**config.mk**
```make
export PLATFORM = sky130hd
export DESIGN_NAME = irq_daisy_arbiter
export DESIGN_NICKNAME = d
export VERILOG_FILES = /design/src/rtl/irq_chain_pkg.sv /design/src/rtl/irq_sync2.sv /design/src/rtl/irq_chain_stage.sv /design/src/rtl/irq_cpu_ctrl.sv /design/src/rtl/irq_daisy_arbiter.sv
export SDC_FILE = /design/constraint.sdc
export NUM_CORES = 1
export LEC_CHECK = 0
export BUFFER_PORTS_ARGS = -buffer_cell sky130_fd_sc_hd__buf_2
export CAP_MARGIN = 20
export CORE_MARGIN = 4
export CORE_UTILIZATION = 49
export CTS_CLUSTER_DIAMETER = 60
export DETAILED_ROUTE_END_ITERATION = 12
export PLACE_DENSITY = 0.8
export SLEW_MARGIN = 20
export SYNTH_ARGS = -nofsm -noshare
export SYNTH_HDL_FRONTEND = slang
export SYNTH_SLANG_ARGS = --single-unit
export TNS_END_PERCENT = 30
```
**constraint.sdc**
```tcl
create_clock -name clk_i -period 1.7 [get_ports clk_i]
set_input_delay 0.255 -clock clk_i [delete_from_list [all_inputs] [get_ports clk_i]]
set_output_delay 0.255 -clock clk_i [all_outputs]
set_load 0.1 [all_outputs]
```
**src/rtl/irq_chain_pkg.sv**
```systemverilog
package irq_chain_pkg;
  localparam int unsigned SYNC_STAGES = 2;

  function automatic logic [31:0] stage_vector(input logic [31:0] base,
                                               input logic [31:0] step,
                                               input int unsigned idx);
    return base + step * idx;
  endfunction
endpackage

```
**src/rtl/irq_sync2.sv**
```systemverilog
module irq_sync2 (
  input  logic clk_i,
  input  logic rst_ni,
  input  logic d_i,
  output logic q_o
);
  import irq_chain_pkg::*;

  logic [SYNC_STAGES-1:0] ff_q;

  always_ff @(posedge clk_i or negedge rst_ni) begin
    if (!rst_ni) ff_q <= '0;
    else         ff_q <= {ff_q[SYNC_STAGES-2:0], d_i};
  end

  assign q_o = ff_q[SYNC_STAGES-1];
endmodule

```
**src/rtl/irq_chain_stage.sv**
```systemverilog
module irq_chain_stage #(
  parameter int unsigned VEC_W = 8,
  parameter logic [VEC_W-1:0] VEC = '0
) (
  input  logic             clk_i,
  input  logic             rst_ni,
  input  logic             req_i,
  input  logic             pi_i,
  output logic             po_o,
  output logic             grant_o,
  output logic             pend_o,
  output logic [VEC_W-1:0] vec_o
);
  logic req_s, req_prev_q, pend_q, set_edge;

  irq_sync2 u_sync (
    .clk_i  (clk_i),
    .rst_ni (rst_ni),
    .d_i    (req_i),
    .q_o    (req_s)
  );

  assign set_edge = req_s & ~req_prev_q;
  assign grant_o  = pi_i & pend_q;
  assign po_o     = pi_i & ~pend_q;
  assign pend_o   = pend_q;
  assign vec_o    = grant_o ? VEC : '0;

  // new edge wins over clear so a fresh request is never lost
  always_ff @(posedge clk_i or negedge rst_ni) begin
    if (!rst_ni) begin
      req_prev_q <= 1'b0;
      pend_q     <= 1'b0;
    end else begin
      req_prev_q <= req_s;
      pend_q     <= set_edge | (pend_q & ~grant_o);
    end
  end
endmodule

```
**src/rtl/irq_cpu_ctrl.sv**
```systemverilog
module irq_cpu_ctrl #(
  parameter int unsigned VEC_W = 8
) (
  input  logic             clk_i,
  input  logic             rst_ni,
  input  logic             irq_n_i,
  input  logic             iret_i,
  input  logic [VEC_W-1:0] vec_bus_i,
  output logic             ack_o,
  output logic [VEC_W-1:0] vec_o,
  output logic             vec_vld_o
);
  logic ie_q, ack_q, ack_d;

  assign ack_d = ie_q & ~irq_n_i & ~ack_q;
  assign ack_o = ack_q;

  always_ff @(posedge clk_i or negedge rst_ni) begin
    if (!rst_ni) begin
      ie_q      <= 1'b1;
      ack_q     <= 1'b0;
      vec_o     <= '0;
      vec_vld_o <= 1'b0;
    end else begin
      ack_q     <= ack_d;
      vec_vld_o <= ack_q;
      if (ack_q) vec_o <= vec_bus_i;
      if (ack_d)       ie_q <= 1'b0;
      else if (iret_i) ie_q <= 1'b1;
    end
  end
endmodule

```
**src/rtl/irq_daisy_arbiter.sv**
```systemverilog
module irq_daisy_arbiter #(
  parameter int unsigned N_DEV    = 4,
  parameter int unsigned VEC_W    = 8,
  parameter int unsigned VEC_BASE = 32'h40,
  parameter int unsigned VEC_STEP = 4
) (
  input  logic             clk_i,
  input  logic             rst_ni,
  input  logic [N_DEV-1:0] req_i,
  input  logic             iret_i,
  output logic             irq_n_o,
  output logic             ack_o,
  output logic [N_DEV-1:0] grant_o,
  output logic [VEC_W-1:0] vec_o,
  output logic             vec_vld_o
);
  import irq_chain_pkg::*;

  logic [N_DEV:0]   pi;
  logic [N_DEV-1:0] pend;
  logic [VEC_W-1:0] vec_part [N_DEV];
  logic [VEC_W-1:0] vec_or   [N_DEV+1];

  assign pi[0]     = ack_o;
  assign vec_or[0] = '0;

  for (genvar k = 0; k < N_DEV; k++) begin : g_stage
    localparam logic [31:0] VEC_FULL = stage_vector(VEC_BASE, VEC_STEP, k);
    irq_chain_stage #(
      .VEC_W (VEC_W),
      .VEC   (VEC_FULL[VEC_W-1:0])
    ) u_stage (
      .clk_i   (clk_i),
      .rst_ni  (rst_ni),
      .req_i   (req_i[k]),
      .pi_i    (pi[k]),
      .po_o    (pi[k+1]),
      .grant_o (grant_o[k]),
      .pend_o  (pend[k]),
      .vec_o   (vec_part[k])
    );
    assign vec_or[k+1] = vec_or[k] | vec_part[k];
  end

  // wired-OR request line, active low
  assign irq_n_o = ~|pend;

  irq_cpu_ctrl #(.VEC_W(VEC_W)) u_cpu (
    .clk_i     (clk_i),
    .rst_ni    (rst_ni),
    .irq_n_i   (irq_n_o),
    .iret_i    (iret_i),
    .vec_bus_i (vec_or[N_DEV]),
    .ack_o     (ack_o),
    .vec_o     (vec_o),
    .vec_vld_o (vec_vld_o)
  );
endmodule

```
==> reports/results.tsv <==
metric	value	unit
Min Clock Period, post-route	1.68	ns
CTS tree	done	
Critical-path top delay cell	dfrtp_1	
Pint	1110	uW
Synth area leader	dfrtp_1	
total grt overflow	0	
Core ar.	1540	um^2
Worst Setup Start Kind	register	
# diodes	0	
Clock Power Share	0.185	
clk_lat worst skew	0.30	ns
total die area	2390	um^2
yosys warns	0	
Area growth, synth to finish	25.9	%
Top-Level Pins	22	
final period utilization	0.988	
largest net degree at the start of global routing	23	
first-pass iteration count of the detailed router	3	
Net Sw Frac	0.467	
first-pass GRT wire length	2.04	mm
# fillers	116	
Row Count	14	
most common cell in the netlist	dfrtp_1	
RSZ-0062 raised after global routing	true	
CTS root buffer	clkbuf_4	
CTS Buf Count	3	
gpl congestion	0.793	
clock buffer depth	2	
WS Path Type	reg -> out	
wirelength, routed	1.22	mm
CP arrival	1.43	ns
initial drt markers	6	
Seq/Total Area, Yosys	0.672	
vias in the first global route	465	
antenna-violating nets left	0	
Logic pwr share	0.448	
Initial Util	0.532	
Peak VDD IR	0.978	mV
Max Cap Viol	0	
DRC	0	
layout cells sized above 1	0.415	
Post-Syn Instances	64	
Sequential Area	558	um^2
Post-Syn Area per Cell	12.8	um^2
Final TNS setup	0	ns
placed cell count	91	
Die Wd	48.9	um
Final Max Tran Viols	0	
WL/cell	12.4	um
DPL Wire Length	804	um
Final Hold Violating Endpoints	0	
f_max	0.595	GHz
Design Power	2090	uW
ys flop type	dfrtp_1	
status	finished clean	
hold_ws	0.0512	ns
endpoints failing setup	0	
leakage power	0.000504	uW
final non-filler cell total	98	
NumNets Final	90	
Power Density	2020	nW/um^2
Cell Area, Synth	821	um^2
Commonest cells post-synth	21 x dfrtp_1, 10 x buf_4, 7 x inv_1	
Setup crit end kind	output port	
Setup Skew	0.00494	ns
chip height	48.9	um
IO buf count	16	
Crit path largest cell delay	0.40	ns
DR vias/cell	4.72	
Synth async-reset ratio	1.00	
CP Data Required Time	1.44	ns
sequential share of power	0.367	
Yosys top cell area share	0.640	
Tot GR Track Use	0.109	
initial antenna violation count	0	
area of the multi-input gates	194	um^2
CP Cell Sequence	nand2b_4 > nor4b_4 > buf_4 > buf_12	
CTS sink count	22	
Max FO, Critical Path	6	
worst hold path type	in -> reg	
Synth cell types	20	
Synth Register Bits	22	
synth top area cells	dfrtp_1 64%, buf_4 9.1%, dfstp_2 3.2%	
H-tree depth	1	
clock-pin slew on the worst setup and hold paths	0.12	ns
routed vias	463	
Post-synth EDFFs	0	
NetSw	974	uW
## flip-flops by register name, indices dropped and copies added (netlist names)
signal and flops:
g_stage.u_stage.req_prev_q 4, u_cpu.vec_vld_o 1, g_stage.u_stage.pend_o 4, g_stage.u_stage.u_sync.ff_q 8, u_cpu.vec_o 3, u_cpu.ie_q 1, u_cpu.ack_o 1
## power by group through the flow
stage          Clock, uW  Combinational, uW  Sequential (uW)
2_1_floorplan          0                478             1040
3_3_place_gp           0                853              762
3_5_place_dp           0                865              775
4_1_cts              403                933              756
5_1_grt              426                983              781
6_report             386                934              767
## metal layers
layer  vias to the layer above  part of all wire  track usage
met3                         0             0.076       0.0275
met4                         0                 0       0.0538
li1                        229                 -            -
met1                       217              0.42        0.139
met5                         -                 0            0
met2                        17              0.50        0.170
## cells by family after synthesis
kind of cell,count (synthesis),share of synthesized area
mux,1,0.0137
other cells,1,0.00457
buf+inv,18,0.137
flops,22,0.672
simple gates,13,0.111
compound gates,9,0.0610
## worst max-delay path, delay by kind of cell, from the launching register on
kind,cells,cell delay (ns)
buf+inv,2,0.31
simple gates,2,0.41
flops,1,0.40
## stage by stage
step / area, um^2 / utilization / setup WS, ns
4_1_cts: 1020 / 0.665 / 0.0231
2_1_floorplan: 840 / - / -0.195
3_5_place_dp: 928 / 0.602 / 0.205
6_report: 1030 / 0.670 / 0.0199
3_3_place_gp: 928 / 0.602 / 0.224
5_1_grt: 1030 / 0.670 / -0.0426
## final cells by class
cell class / instances / share of cell area
clock buffer: 3 / 0.0218
clock inverter: 1 / 0.0291
inverter: 7 / 0.0254
multi-input combinational: 28 / 0.188
sequential: 22 / 0.540
tap: 16 / 0.0194
timing repair buffer: 21 / 0.177
## final timing paths
path / from / endpoint / slack [ns] / cells past startpoint
worst max-delay path: g_stage[0].u_stage.pend_o / grant_o[3] / 0.02 / 4
worst min-delay path: req_i[3] / g_stage[3].u_stage.u_sync.ff_q[0] / 0.05 / 1
worst max register to register: g_stage[1].u_stage.pend_o / u_cpu.ie_q / 0.44 / 4
worst min register to register: g_stage[2].u_stage.u_sync.ff_q[0] / g_stage[2].u_stage.u_sync.ff_q[1] / 0.36 / 0
max in group asynchronous: rst_ni / u_cpu.ack_o / 0.91 / 2
min in group asynchronous: rst_ni / u_cpu.vec_o[2] / 0.43 / 2
## placed cells by master (no fill, tap or decap)
cell / instances
and3_2: 1
o31ai_1: 1
bufinv_16: 1
buf_2: 11
dfrtp_2: 2
buf_12: 4
nand2b_4: 1
nor4_4: 1
and2_1: 1
nand2_1: 1
buf_4: 5
mux2_2: 1
clkbuf_4: 3
dfrtp_4: 1
a21oi_1: 2
nor3_1: 2
inv_1: 7
o22ai_1: 2
dlygate4sd3_1: 1
dfrtp_1: 18
nor3b_2: 1
o21ai_0: 4
conb_1: 5
dfstp_2: 1
nor2_1: 4
nor4b_4: 1
## what timing repair did
item / CTS / global route
hold endpoints to repair: 21 / 0
cloned: 0 / 0
hold buffers: 1 / 0
pin swaps: 1 / 0
gates resized for setup: 6 / 1
endpoints found under the setup margin: 3 / 3
setup buffers: 2 / 0
Power figures use the tool's default switching activity.
